==> src/rtl/tmr_pkg.sv <==
package tmr_pkg;

    typedef enum logic [1:0] {
        ACC_BYTE = 2'd0,
        ACC_HALF = 2'd1,
        ACC_WORD = 2'd2
    } acc_size_e;

    localparam int CTL_W    = 16;
    localparam int PRE_W    = 10;
    localparam int BIT_CHN  = 2;
    localparam int BIT_IRQE = 6;
    localparam int BIT_EN   = 7;

    // terminal value of the prescale counter for each division code
    function automatic logic [PRE_W-1:0] pre_limit(input logic [1:0] code);
        case (code)
            2'd0:    return PRE_W'(0);
            2'd1:    return PRE_W'(63);
            2'd2:    return PRE_W'(255);
            default: return PRE_W'(1023);
        endcase
    endfunction

endpackage

==> src/rtl/tmr_prescale.sv <==
module tmr_prescale
    import tmr_pkg::*;
(
    input  logic       clk,
    input  logic       rst_n,
    input  logic       tick_i,
    input  logic       clr_i,
    input  logic [1:0] code_i,
    output logic       step_o
);

    typedef struct packed {
        logic [PRE_W-1:0] cnt;
    } pre_state_t;

    pre_state_t st_d, st_q;
    logic       hit;

    always_comb begin
        st_d = st_q;
        hit  = tick_i && (st_q.cnt == pre_limit(code_i));
        if (clr_i || hit) begin
            st_d.cnt = '0;
        end else if (tick_i) begin
            st_d.cnt = st_q.cnt + 1'b1;
        end
    end

    always_ff @(posedge clk) begin
        if (!rst_n) st_q <= '0;
        else        st_q <= st_d;
    end

    assign step_o = hit;

endmodule

==> src/rtl/tmr_channel.sv <==
module tmr_channel
    import tmr_pkg::*;
#(
    parameter int CNT_W = 16
) (
    input  logic             clk,
    input  logic             rst_n,
    input  logic             tick_i,
    input  logic             chain_i,
    input  logic             rld_we_i,
    input  logic [CNT_W-1:0] rld_val_i,
    input  logic             ctl_we_i,
    input  logic [CTL_W-1:0] ctl_val_i,
    output logic [CNT_W-1:0] cnt_o,
    output logic [CTL_W-1:0] ctl_o,
    output logic             ovf_o,
    output logic             irq_o
);

    typedef struct packed {
        logic [CNT_W-1:0] cnt;
        logic [CNT_W-1:0] rld;
        logic [CTL_W-1:0] ctl;
        logic             irq;
    } chan_state_t;

    chan_state_t st_d, st_q;
    logic        step, pre_clr, en_rise, adv, wrap;

    assign en_rise = ctl_we_i && !st_q.ctl[BIT_EN] && ctl_val_i[BIT_EN];
    assign pre_clr = en_rise || (ctl_we_i && (ctl_val_i[1:0] != st_q.ctl[1:0]));

    tmr_prescale u_pre (
        .clk    (clk),
        .rst_n  (rst_n),
        .tick_i (tick_i),
        .clr_i  (pre_clr),
        .code_i (st_q.ctl[1:0]),
        .step_o (step)
    );

    always_comb begin
        st_d = st_q;
        if (rld_we_i) st_d.rld = rld_val_i;
        if (ctl_we_i) st_d.ctl = ctl_val_i;

        adv  = st_q.ctl[BIT_EN] && (st_q.ctl[BIT_CHN] ? chain_i : step);
        wrap = adv && (st_q.cnt == '1);

        if (wrap) begin
            st_d.cnt = st_q.ctl[BIT_CHN] ? '0 : st_d.rld;
        end else if (adv) begin
            st_d.cnt = st_q.cnt + 1'b1;
        end
        // enable edge: reload (already updated by a same-cycle word write) wins
        if (en_rise) st_d.cnt = st_d.rld;

        st_d.irq = wrap && st_q.ctl[BIT_IRQE];
    end

    always_ff @(posedge clk) begin
        if (!rst_n) st_q <= '0;
        else        st_q <= st_d;
    end

    assign cnt_o = st_q.cnt;
    assign ctl_o = st_q.ctl;
    assign ovf_o = wrap;
    assign irq_o = st_q.irq;

endmodule

==> src/rtl/tmr_bank.sv <==
module tmr_bank
    import tmr_pkg::*;
#(
    parameter int NUM_TMR = 4,
    parameter int CNT_W   = 16,
    parameter int ADDR_W  = $clog2(NUM_TMR * 4)
) (
    input  logic              clk,
    input  logic              rst_n,
    input  logic              tick_i,
    input  logic              req_i,
    input  logic              wr_i,
    input  logic [1:0]        size_i,
    input  logic [ADDR_W-1:0] addr_i,
    input  logic [31:0]       wdata_i,
    output logic [31:0]       rdata_o,
    output logic [NUM_TMR-1:0] irq_o
);

    localparam int SLOT_W = ADDR_W - 2;

    logic [NUM_TMR-1:0][CNT_W-1:0] cnt_w;
    logic [NUM_TMR-1:0][CTL_W-1:0] ctl_w;
    logic [NUM_TMR-1:0]            ovf_w;
    logic [NUM_TMR-1:0]            chain_w;

    logic              wr_act, rd_act, half_ok, word_ok, lo_sel, hi_sel;
    logic [SLOT_W-1:0] slot;
    logic [CTL_W-1:0]  ctl_wval;

    assign wr_act   = req_i && wr_i;
    assign rd_act   = req_i && !wr_i;
    assign slot     = addr_i[ADDR_W-1:2];
    assign half_ok  = (size_i == ACC_HALF) && !addr_i[0];
    assign word_ok  = (size_i == ACC_WORD) && (addr_i[1:0] == 2'b00);
    assign lo_sel   = (half_ok && !addr_i[1]) || word_ok;
    assign hi_sel   = (half_ok && addr_i[1]) || word_ok;
    assign ctl_wval = word_ok ? wdata_i[31:16] : wdata_i[15:0];

    generate
        for (genvar i = 0; i < NUM_TMR; i++) begin : g_ch
            logic hit;
            assign hit = wr_act && (slot == SLOT_W'(i));

            if (i == 0) begin : g_head
                assign chain_w[i] = 1'b0;
            end else begin : g_link
                assign chain_w[i] = ovf_w[i-1];
            end

            tmr_channel #(.CNT_W(CNT_W)) u_ch (
                .clk       (clk),
                .rst_n     (rst_n),
                .tick_i    (tick_i),
                .chain_i   (chain_w[i]),
                .rld_we_i  (hit && lo_sel),
                .rld_val_i (CNT_W'(wdata_i[15:0])),
                .ctl_we_i  (hit && hi_sel),
                .ctl_val_i (ctl_wval),
                .cnt_o     (cnt_w[i]),
                .ctl_o     (ctl_w[i]),
                .ovf_o     (ovf_w[i]),
                .irq_o     (irq_o[i])
            );
        end
    endgenerate

    always_comb begin
        rdata_o = '0;
        if (rd_act) begin
            for (int i = 0; i < NUM_TMR; i++) begin
                if (slot == SLOT_W'(i)) begin
                    if (word_ok)               rdata_o = {ctl_w[i], CTL_W'(cnt_w[i])};
                    else if (half_ok && addr_i[1]) rdata_o = 32'(ctl_w[i]);
                    else if (half_ok)          rdata_o = 32'(cnt_w[i]);
                end
            end
        end
    end

endmodule

==> config.mk <==
export PLATFORM = sky130hd
export DESIGN_NAME = tmr_bank
export DESIGN_NICKNAME = d
export VERILOG_FILES = /design/src/rtl/tmr_pkg.sv /design/src/rtl/tmr_prescale.sv /design/src/rtl/tmr_channel.sv /design/src/rtl/tmr_bank.sv
export SDC_FILE = /design/constraint.sdc
export NUM_CORES = 1
export LEC_CHECK = 0
export BUFFER_PORTS_ARGS = -buffer_cell sky130_fd_sc_hd__buf_4
export CAP_MARGIN = 0
export CELL_PAD_IN_SITES_DETAIL_PLACEMENT = 0
export CELL_PAD_IN_SITES_GLOBAL_PLACEMENT = 1
export CORE_ASPECT_RATIO = 1.25
export CORE_MARGIN = 5
export CORE_UTILIZATION = 40
export DETAILED_ROUTE_END_ITERATION = 10
export GPL_TIMING_DRIVEN = 0
export PLACE_DENSITY = 0.78
export SYNTH_ARGS = -nofsm -noshare
export SYNTH_HDL_FRONTEND = slang
export SYNTH_SLANG_ARGS = --single-unit
==> constraint.sdc <==
create_clock -name clk -period 3.36 [get_ports clk]
set_input_delay 0.84 -clock clk [delete_from_list [all_inputs] [get_ports clk]]
set_output_delay 0.84 -clock clk [all_outputs]
set_load 0.02 [all_outputs]
* Word level (Yosys, flattened, before mapping)
Cells that the tools add are included.
** Storage, ports and cells
- Register bits :: 236
- Output and inout bits :: 36
** Cells by class
- Add/sub/neg operators :: 8
- Eq/ne operators :: 25
- Multiplexer cells :: 46
- Bitwise operators :: 1
- Reductions and logical operators :: 77
** Operators by type and width (count)
- 32-bit two-way mux :: 15
- 16-bit two-way mux :: 23
- 10-bit case mux with 3 select lines :: 4
- 16-bit by 1-bit adder with 16-bit output, second input constant :: 4
- 16-bit equality test, second input constant :: 4
- 1-bit logical AND :: 46
- 10-bit by 1-bit adder with 10-bit output, second input constant :: 4
- 10-bit equality test :: 4
- 2-bit equality test, second input constant :: 7
- 2-bit by 1-bit equality test with 1-bit output, second input constant :: 6
- 2-bit logical NOT :: 6
- 3-bit nonzero test :: 4
- 1-bit logical OR :: 10
- 2-bit != test :: 4
- 2-bit OR reduction :: 4
- 1-bit logical NOT :: 7
- 1-bit two-way mux :: 4
- 1-bit inverter :: 1

* Longest topological paths before layout
Gate-level depths: netlist (run 1).
- Depth in word-level cells :: 19
- Gate-level depth with buffers :: 11
- Mapped depth without buffers :: 8

* Cells and area by module
Synthesis (run 1) repeated with hierarchy kept, for this count alone.
** Second synthesis, totals
- Cell total of the unflattened synthesis :: 1716
- Area, all modules :: 14781.7 µm²
** Modules (own cells, without submodules)
- tmr_channel :: instances 4, cells an instance 280, area each 2501.1 µm²
- tmr_bank :: instances 1, cells an instance 340, area each 2549.9 µm²
- tmr_prescale :: instances 4, cells an instance 64, area each 556.8 µm²

* Worst setup path after synthesis (run 1)
OpenSTA, ideal clock, no wires.
- Path kind :: input-to-output
- Start :: input size_i[0]
- End :: output rdata_o[11]
- Arrival time :: 3.054 ns
- Required time :: 2.520 ns
- Path slack :: -0.534 ns
- Stages :: 9
- Path buffers :: 3
- Cells stage by stage :: clkbuf_1 > nor3b_1 > and2_0 > clkbuf_1 > clkbuf_1 > a22oi_1 > o22ai_1 > a31oi_1 > a211oi_1
** On the way
- Longest elaborated chain between the ends :: 19
** RTL lines
- from (decl) :: RTL line tmr_bank.sv:13 : input logic [1:0] size_i,
- 2-bit by 1-bit equality test with 1-bit output :: RTL line tmr_bank.sv:34 : assign half_ok = (size_i == ACC_HALF) && !addr_i[0];
- 1-bit logical AND :: RTL line tmr_bank.sv:34
- 16-bit two-way mux / 1-bit logical AND (equally long branches) :: RTL line tmr_bank.sv:75, tmr_bank.sv:74
- 16-bit two-way mux :: RTL line tmr_bank.sv:74 : else if (half_ok && addr_i[1]) rdata_o = 32'(ctl_w[i]);
- 32-bit two-way mux :: RTL line tmr_bank.sv:73 : if (word_ok) rdata_o = {ctl_w[i], CTL_W'(cnt_w[i])};
- 32-bit two-way mux :: RTL line tmr_bank.sv:72 : if (slot == SLOT_W'(i)) begin
- 32-bit two-way mux :: RTL line tmr_bank.sv:75 : else if (half_ok) rdata_o = 32'(cnt_w[i]);
- 32-bit two-way mux :: RTL line tmr_bank.sv:74
- (+3 left out)
- 32-bit two-way mux :: RTL line tmr_bank.sv:74
- 32-bit two-way mux :: RTL line tmr_bank.sv:73
- 32-bit two-way mux :: RTL line tmr_bank.sv:72
- 32-bit two-way mux :: RTL line tmr_bank.sv:75
- 32-bit two-way mux :: RTL line tmr_bank.sv:74
- 32-bit two-way mux :: RTL line tmr_bank.sv:73
- 32-bit two-way mux * :: RTL line tmr_bank.sv:72
- 32-bit two-way mux * :: RTL line tmr_bank.sv:70 : if (rd_act) begin
- to (decl) :: RTL line tmr_bank.sv:16 : output logic [31:0] rdata_o,
Every way passes the cells marked *; elsewhere a longest branch is shown, timed or not.

* Worst setup path in the final report (run 1)
- Start :: input size_i[1]
- End :: output rdata_o[7]
The elaborated chain is that of the path after synthesis.

==> metrics.cfg, run 1 <==
[yosys]
ys_ff_latch=236
synth_top_cell_area_share_pct=36.3
ys_seq_area_share_pct=36.3
post_synth_num_cell_types=72
yosys_warnings=0
synthCells=1584
synth_fp_nets=1635
async_flop_share_pct=0
yosysTopAreaCell=dfxtp_1
synth_edf_count=0
synthFlopType=dfxtp_1
syn_area_mm2=0.0130
yosys-top-cells-area=dfxtp_1 36%, nor2_1 7.2%, mux2i_1 6.4%, a211oi_1 4.9%, o22ai_1 3.1%
synth.avg_cell_area_um2=8.21

[min_path]
min_path_cells=2
hold_class=reg2reg

[drt]
firstDrtPassIters=5
via_count=13400
ant_nets=0
wl_per_cell_um=26.2
drt_wl_total_um=56300
drtIter0Drc=1258
drt-vias-per-instance=6.23
drc_errors=0

[finish]
layout_common_cells=244 x nor2_1, 234 x dfxtp_1, 106 x buf_4
area_delta_synth_final_pct=22.6
drive_above_1_share_pct=16.8
nNetsFinal=1769
utilization_pct=49.9
num_antenna_cells=0
layout.cells.most_common=nor2_1

[job]
drv_cap=0

[power_and_ir_drop]
p_leak_nw=5.86
p_total_mw=6.57
ir_drop_v=0.000345
power_density_mw_per_mm2=412

[status]
status=complete, but fails checks
violations=negative setup slack

[sta]
fin_skew_ns=0.0232
rsz0062_at_grt=yes
hold_violations=0
post-route-period-util_pct=103
tightest_slew_ns=1.05
hold_slack_ns=0.491
setup_violations=11
post-route-min-period_ns=3.46
max_freq_ghz=0.289
drv_slew=0
final.setup.worst_slack_ns=-0.0966
slew_headroom_pct=30.1

[grt]
antenna_found_initial=0
grt_pass1_wl_um=82200
first_global_vias=12600
grt.overflow.total=0
groute.usage.overall_pct=30.1
grt_max_degree=15

[floorplanning]
dieArea_mm2=0.0363
die_w_um=171
initial_utilization_pct=40.7
core_mm2=0.0320
io_pins=79
die_y_um=212
row_count=73

[placed_design]
portBuffers=74
dpl.hpwl_um=41500
place_congestion=1.01

[clock_tree]
cts_tree=done
ctsLongestPathBuffers=3
clock_latency_ns=0.58
clkSinkCount=236
clkTransAtPathRegs_ns=0.06
cts_buffers=28
htree_levels=1
root_buffer=clkbuf_16

[worst_setup_path]
rr_worst_depth=9
start_kind=primary input
cp-end-kind=primary output
slowest_delay_ns=0.31
cp_slowest_cell=a211oi_2
worst-path-max-fanout=6
crit_arrival_ns=2.62
crit_chain=clkbuf_16, nor3b_4, and2_4, clkbuf_16, buf_8, buf_4, a22oi_2, o22ai_1, a31oi_1, a211oi_2, buf_4
regToRegSetupSlack_ns=0.16
cp.required_ns=2.52
path_class=in2out

==> report_power, final <==
group          switching, mW  internal (mW)  total (mW)
clock network           1.28           1.87        3.15
registers             0.0169           2.81        2.83
logic                  0.386          0.205       0.591
total                   1.68           4.88        6.57
==> cell usage after synthesis (11+ instances only) <==
library cell,instances
nor2_1,249
dfxtp_1,236
clkbuf_1,104
nand2_1,104
a211oi_1,85
mux2i_1,83
a21oi_1,69
o22ai_1,65
nand3_1,50
o21ai_0,46
nand4_1,38
nor3_1,34
xor2_1,33
xnor2_1,32
and3_1,24
a31oi_1,23
inv_1,22
nor2b_1,22
a22oi_1,16
mux4_2,16
and2_1,15
nor4_1,14
o22a_1,14
or3_1,13
nand2b_1,11
==> per-layer routing <==
layer	GRT usage [%]	routed length (um)	vias up
met5	0	0	-
met4	14.9	3680	0
met3	3.29	4290	166
met2	49.9	26000	657
met1	38.8	22400	6487
li1	-	-	6094
==> stage by stage <==
step	TNS (ns)	cell area (um2)	cells	worst slack, ns
6_report	-0.528	16000	2152	-0.0966
5_1_grt	-0.872	16000	2152	-0.132
4_1_cts	-0.375	15600	2134	-0.0975
3_5_place_dp	-87.40	14200	2070	-1.12
3_3_place_gp	-84.72	14200	2070	-1.14
2_1_floorplan	0	13100	1584	0.0406
==> cells by family (layout without fill, tap and decap cells) <==
logic type | count (synthesis) | after routing | synth area share [%]
multiplexers | 103 | 103 | 9.50
AO/OA/AOI/OAI | 410 | 410 | 21.9
AND/OR/NAND/NOR | 612 | 612 | 22.3
buffers and inverters | 150 | 306 | 4.85
flip-flops | 236 | 236 | 36.3
XOR/XNOR | 65 | 65 | 4.38
adder cells (fa/ha/maj) | 8 | 8 | 0.769
==> worst max-delay path, delay by kind of cell <==
kind,cells,cell delay (ns)
buffers and inverters,5,0.70
AND/OR/NAND/NOR,2,0.47
AO/OA/AOI/OAI,4,0.61
==> final timing paths <==
path                    startpoint                     end
max                      size_i[1]              rdata_o[7]
min          g_ch[0].u_ch.st_q[25]   g_ch[0].u_ch.st_q[25]
max reg2reg  g_ch[0].u_ch.cnt_o[1]  g_ch[2].u_ch.cnt_o[10]
min reg2reg  g_ch[0].u_ch.st_q[25]   g_ch[0].u_ch.st_q[25]
==> final cells by class <==
type | count | area, um2
multi-input combinational | 1198 | 8020
sequential | 236 | 4730
clock inverter | 8 | 105
timing repair buffer | 108 | 915
buffer | 124 | 748
inverter | 22 | 82.6
tap | 412 | 515
clock buffer | 44 | 841
fill | 3220 | 16000
==> flip-flops by register name (all words and copies together), names as in the netlist <==
register	cells
g_ch.u_ch.cnt_o	64
g_ch.u_ch.ctl_o	64
g_ch.u_ch.irq_o	4
g_ch.u_ch.st_q	64
g_ch.u_ch.u_pre.st_q	40
==> timing repair <==
item / in CTS / in global routing
pin swaps: 18 / 22
buffers inserted: 14 / 18
setup endpoints to repair: 81 / 62
gates resized for setup: 101 / 39
gates cloned: 0 / 2
hold buffers: 0 / 0
No activity file was read; power rests on OpenSTA's default activity.
==> inputs of run 2 (changes only) <==
==> constraint.sdc (replaced) <==
create_clock -name clk -period 3.36 [get_ports clk]
set_input_delay 0 -clock clk [delete_from_list [all_inputs] [get_ports clk]]
set_output_delay 0 -clock clk [all_outputs]
set_load 0.02 [all_outputs]
==> run 2 against run 1 <==
The run now ends clean. Critical path depth shrank 1. Cell count is essentially flat. Fmax grew 8.3%. Routed wire length shrank 3.1%. Die area is the same. Non-clock buffer count grew 1. Register-to-register slack is essentially flat. Clock skew shrank 0.011 ns. First-iteration DRC count grew 10%. Sequential share of layout area grew 1.2 points.
==> metrics.cfg, run 2 (synthesis results as in run 1) <==
[floorplanning]
core_mm2=0.0320  ; unchanged
die_w_um=171  ; unchanged
die_y_um=212  ; unchanged
dieArea_mm2=0.0363  ; unchanged
initial_utilization_pct=40.7  ; unchanged
io_pins=79  ; unchanged
row_count=73  ; unchanged

[grt]
groute.usage.overall_pct=29.4  ; -0.72 points
grt_pass1_wl_um=80500  ; -2.0%
grt_max_degree=14  ; -1
antenna_found_initial=0  ; unchanged
first_global_vias=12700  ; +0.34%
grt.overflow.total=0  ; unchanged

[finish]
area_delta_synth_final_pct=17.9
drive_above_1_share_pct=10.4  ; -6.4 points
fin_area_mm2=0.0153  ; -3.9%
finalNonFillerCells=2150  ; -0.093%
nNetsFinal=1769  ; unchanged
layout.cells.most_common=nor2_1
utilization_pct=48.0  ; -1.9 points
num_antenna_cells=0  ; unchanged
layout_common_cells=249 x nor2_1, 234 x dfxtp_1, 106 x clkbuf_1

[sta]
post-route-min-period_ns=3.19  ; -0.265 ns
fin_skew_ns=0.0125  ; -0.0107 ns
slew_headroom_pct=29.7  ; -0.42 points
rsz0062_at_grt=no
setup_violations=0  ; -11
hold_violations=0  ; unchanged
post-route-period-util_pct=95.0  ; -7.9 points
drv_slew=0  ; unchanged
tightest_slew_ns=1.05  ; -0.00180 ns
max_freq_ghz=0.313  ; +8.3%

[worst_setup_path]
cp-end-kind=flop
crit_arrival_ns=3.59  ; +0.97 ns
start_kind=flop
cp.required_ns=3.76  ; +1.24 ns
worst-path-max-fanout=10  ; +4
path_class=reg2reg

[power_and_ir_drop]
ir_drop_v=0.000389  ; +13%
p_leak_nw=5.54  ; -5.4%
power_density_mw_per_mm2=419  ; +1.7%
p_int_mw=4.80  ; -1.8%
switching_share_pct=25.3  ; -0.37 points
seq_power_share_pct=44.1  ; +1.0 points
p_total_mw=6.42  ; -2.3%
clockPowerShare_pct=47.8  ; about the same
pwr-share-comb_pct=8.1  ; -0.9 points
switchingPower_mw=1.62  ; -3.7%

[clock_tree]
htree_levels=1  ; unchanged
ctsLongestPathBuffers=3  ; unchanged
clkTransAtPathRegs_ns=0.06  ; about the same
root_buffer=clkbuf_16
cts_tree=done
clock_latency_ns=0.56  ; -0.02 ns
cts_buffers=27  ; -3.6%
clkSinkCount=236  ; unchanged

[placed_design]
place_congestion=0.977  ; -3.4%
dpl.hpwl_um=41000  ; -1.2%
portBuffers=74  ; unchanged
dpl-instance-area_mm2=0.0141  ; -0.64%
placed_cells=2070  ; unchanged

[drt]
firstDrtPassIters=5  ; unchanged
drt-vias-per-instance=6.20  ; -0.53%
via_count=13300  ; -0.62%
drt_wl_total_um=54600  ; -3.1%
drtIter0Drc=1385  ; +10%
wl_per_cell_um=25.4  ; -3.0%
drc_errors=0  ; unchanged
ant_nets=0  ; unchanged

[status]
status=finished, final reports clean

[min_path]
hold_class=in2reg

[job]
drv_cap=0  ; unchanged

## run 2: changes by cell type in the layout (fill, tap and decap cells not counted), moves of 7 or more
cell and delta:
clkbuf_2 -7, dlygate4sd3_1 +29, o22ai_2 -13, clkbuf_8 -7, a211oi_2 -14, o22ai_1 +14
clkbuf_16 -7, clkbuf_1 +21, a211oi_1 +14, buf_4 -26
## run 2: power groups by stage
| stage | registers (mW) | logic [mW] | clock network (mW) |
|---|---|---|---|
| after floorplan | 2.88 | 0.265 | 0 |
| after global placement | 2.89 | 0.484 | 0 |
| after detailed placement | 2.89 | 0.485 | 0 |
| after CTS | 2.83 | 0.514 | 3.11 |
| after global routing | 2.83 | 0.554 | 3.24 |
| final | 2.83 | 0.523 | 3.07 |
## run 2: critical path, cell delays in order, from the launching register on
cell and delay (ns):
dfxtp_2 0.43, ha_2 0.25, nand3_1 0.19, or4_1 0.56
clkbuf_1 0.25, o32ai_4 0.35, buf_12 0.16, o22ai_1 0.20
clkbuf_4 0.29, o211ai_1 0.20, o221ai_1 0.14
## run 2: metal layers
metal	GRT usage, %	up-vias	wire length (um)
met5	0	-	0
met4	15.0	0	3190
met3	4.17	145	3800
met2	48.5	615	25600
met1	37.3	6478	22000
li1	-	6083	-
## run 2: final cells by class
class / instances / area, um2
fillers: 3208 / 16600
multi-input cells: 1198 / 7670
flip-flops and latches: 236 / 4730
repair buffers: 105 / 873
clock buffers: 35 / 756
plain buffers: 128 / 552
well taps: 412 / 515
clock inverters: 14 / 159
inverters: 22 / 82.6
## run 2: path summary, 6_finish.rpt
| kind | startpoint | endpoint | slack (ns) | cells past startpoint |
|---|---|---|---|---|
| setup / recovery | g_ch[1].u_ch.cnt_o[0] | g_ch[2].u_ch.cnt_o[0] | 0.17 | 10 |
| hold / removal | tick_i | g_ch[2].u_ch.u_pre.st_q[3] | 0.04 | 5 |
| setup reg to reg | g_ch[1].u_ch.cnt_o[0] | g_ch[2].u_ch.cnt_o[0] | 0.17 | 10 |
| hold reg to reg | g_ch[0].u_ch.st_q[29] | g_ch[0].u_ch.st_q[29] | 0.49 | 2 |
## run 2: metrics by stage
step	hold slack [ns]	setup TNS [ns]	setup slack [ns]
floorplan	0.163	0	0.785
global placement	0.391	-13.35	-0.576
detailed placement	0.400	-11.88	-0.526
CTS	0.0189	0	0.0456
global route	0.0783	0	0.0111
finish	0.0422	0	0.168
## run 2: timing repair
item                                    CTS  global route
hold buffers                             29             0
endpoints found under the setup margin    5            33
gates resized for setup                   1             8
pin swaps                                 1             0
cloned                                    0             0
buffers inserted                          2             0
hold endpoints to repair                119             0
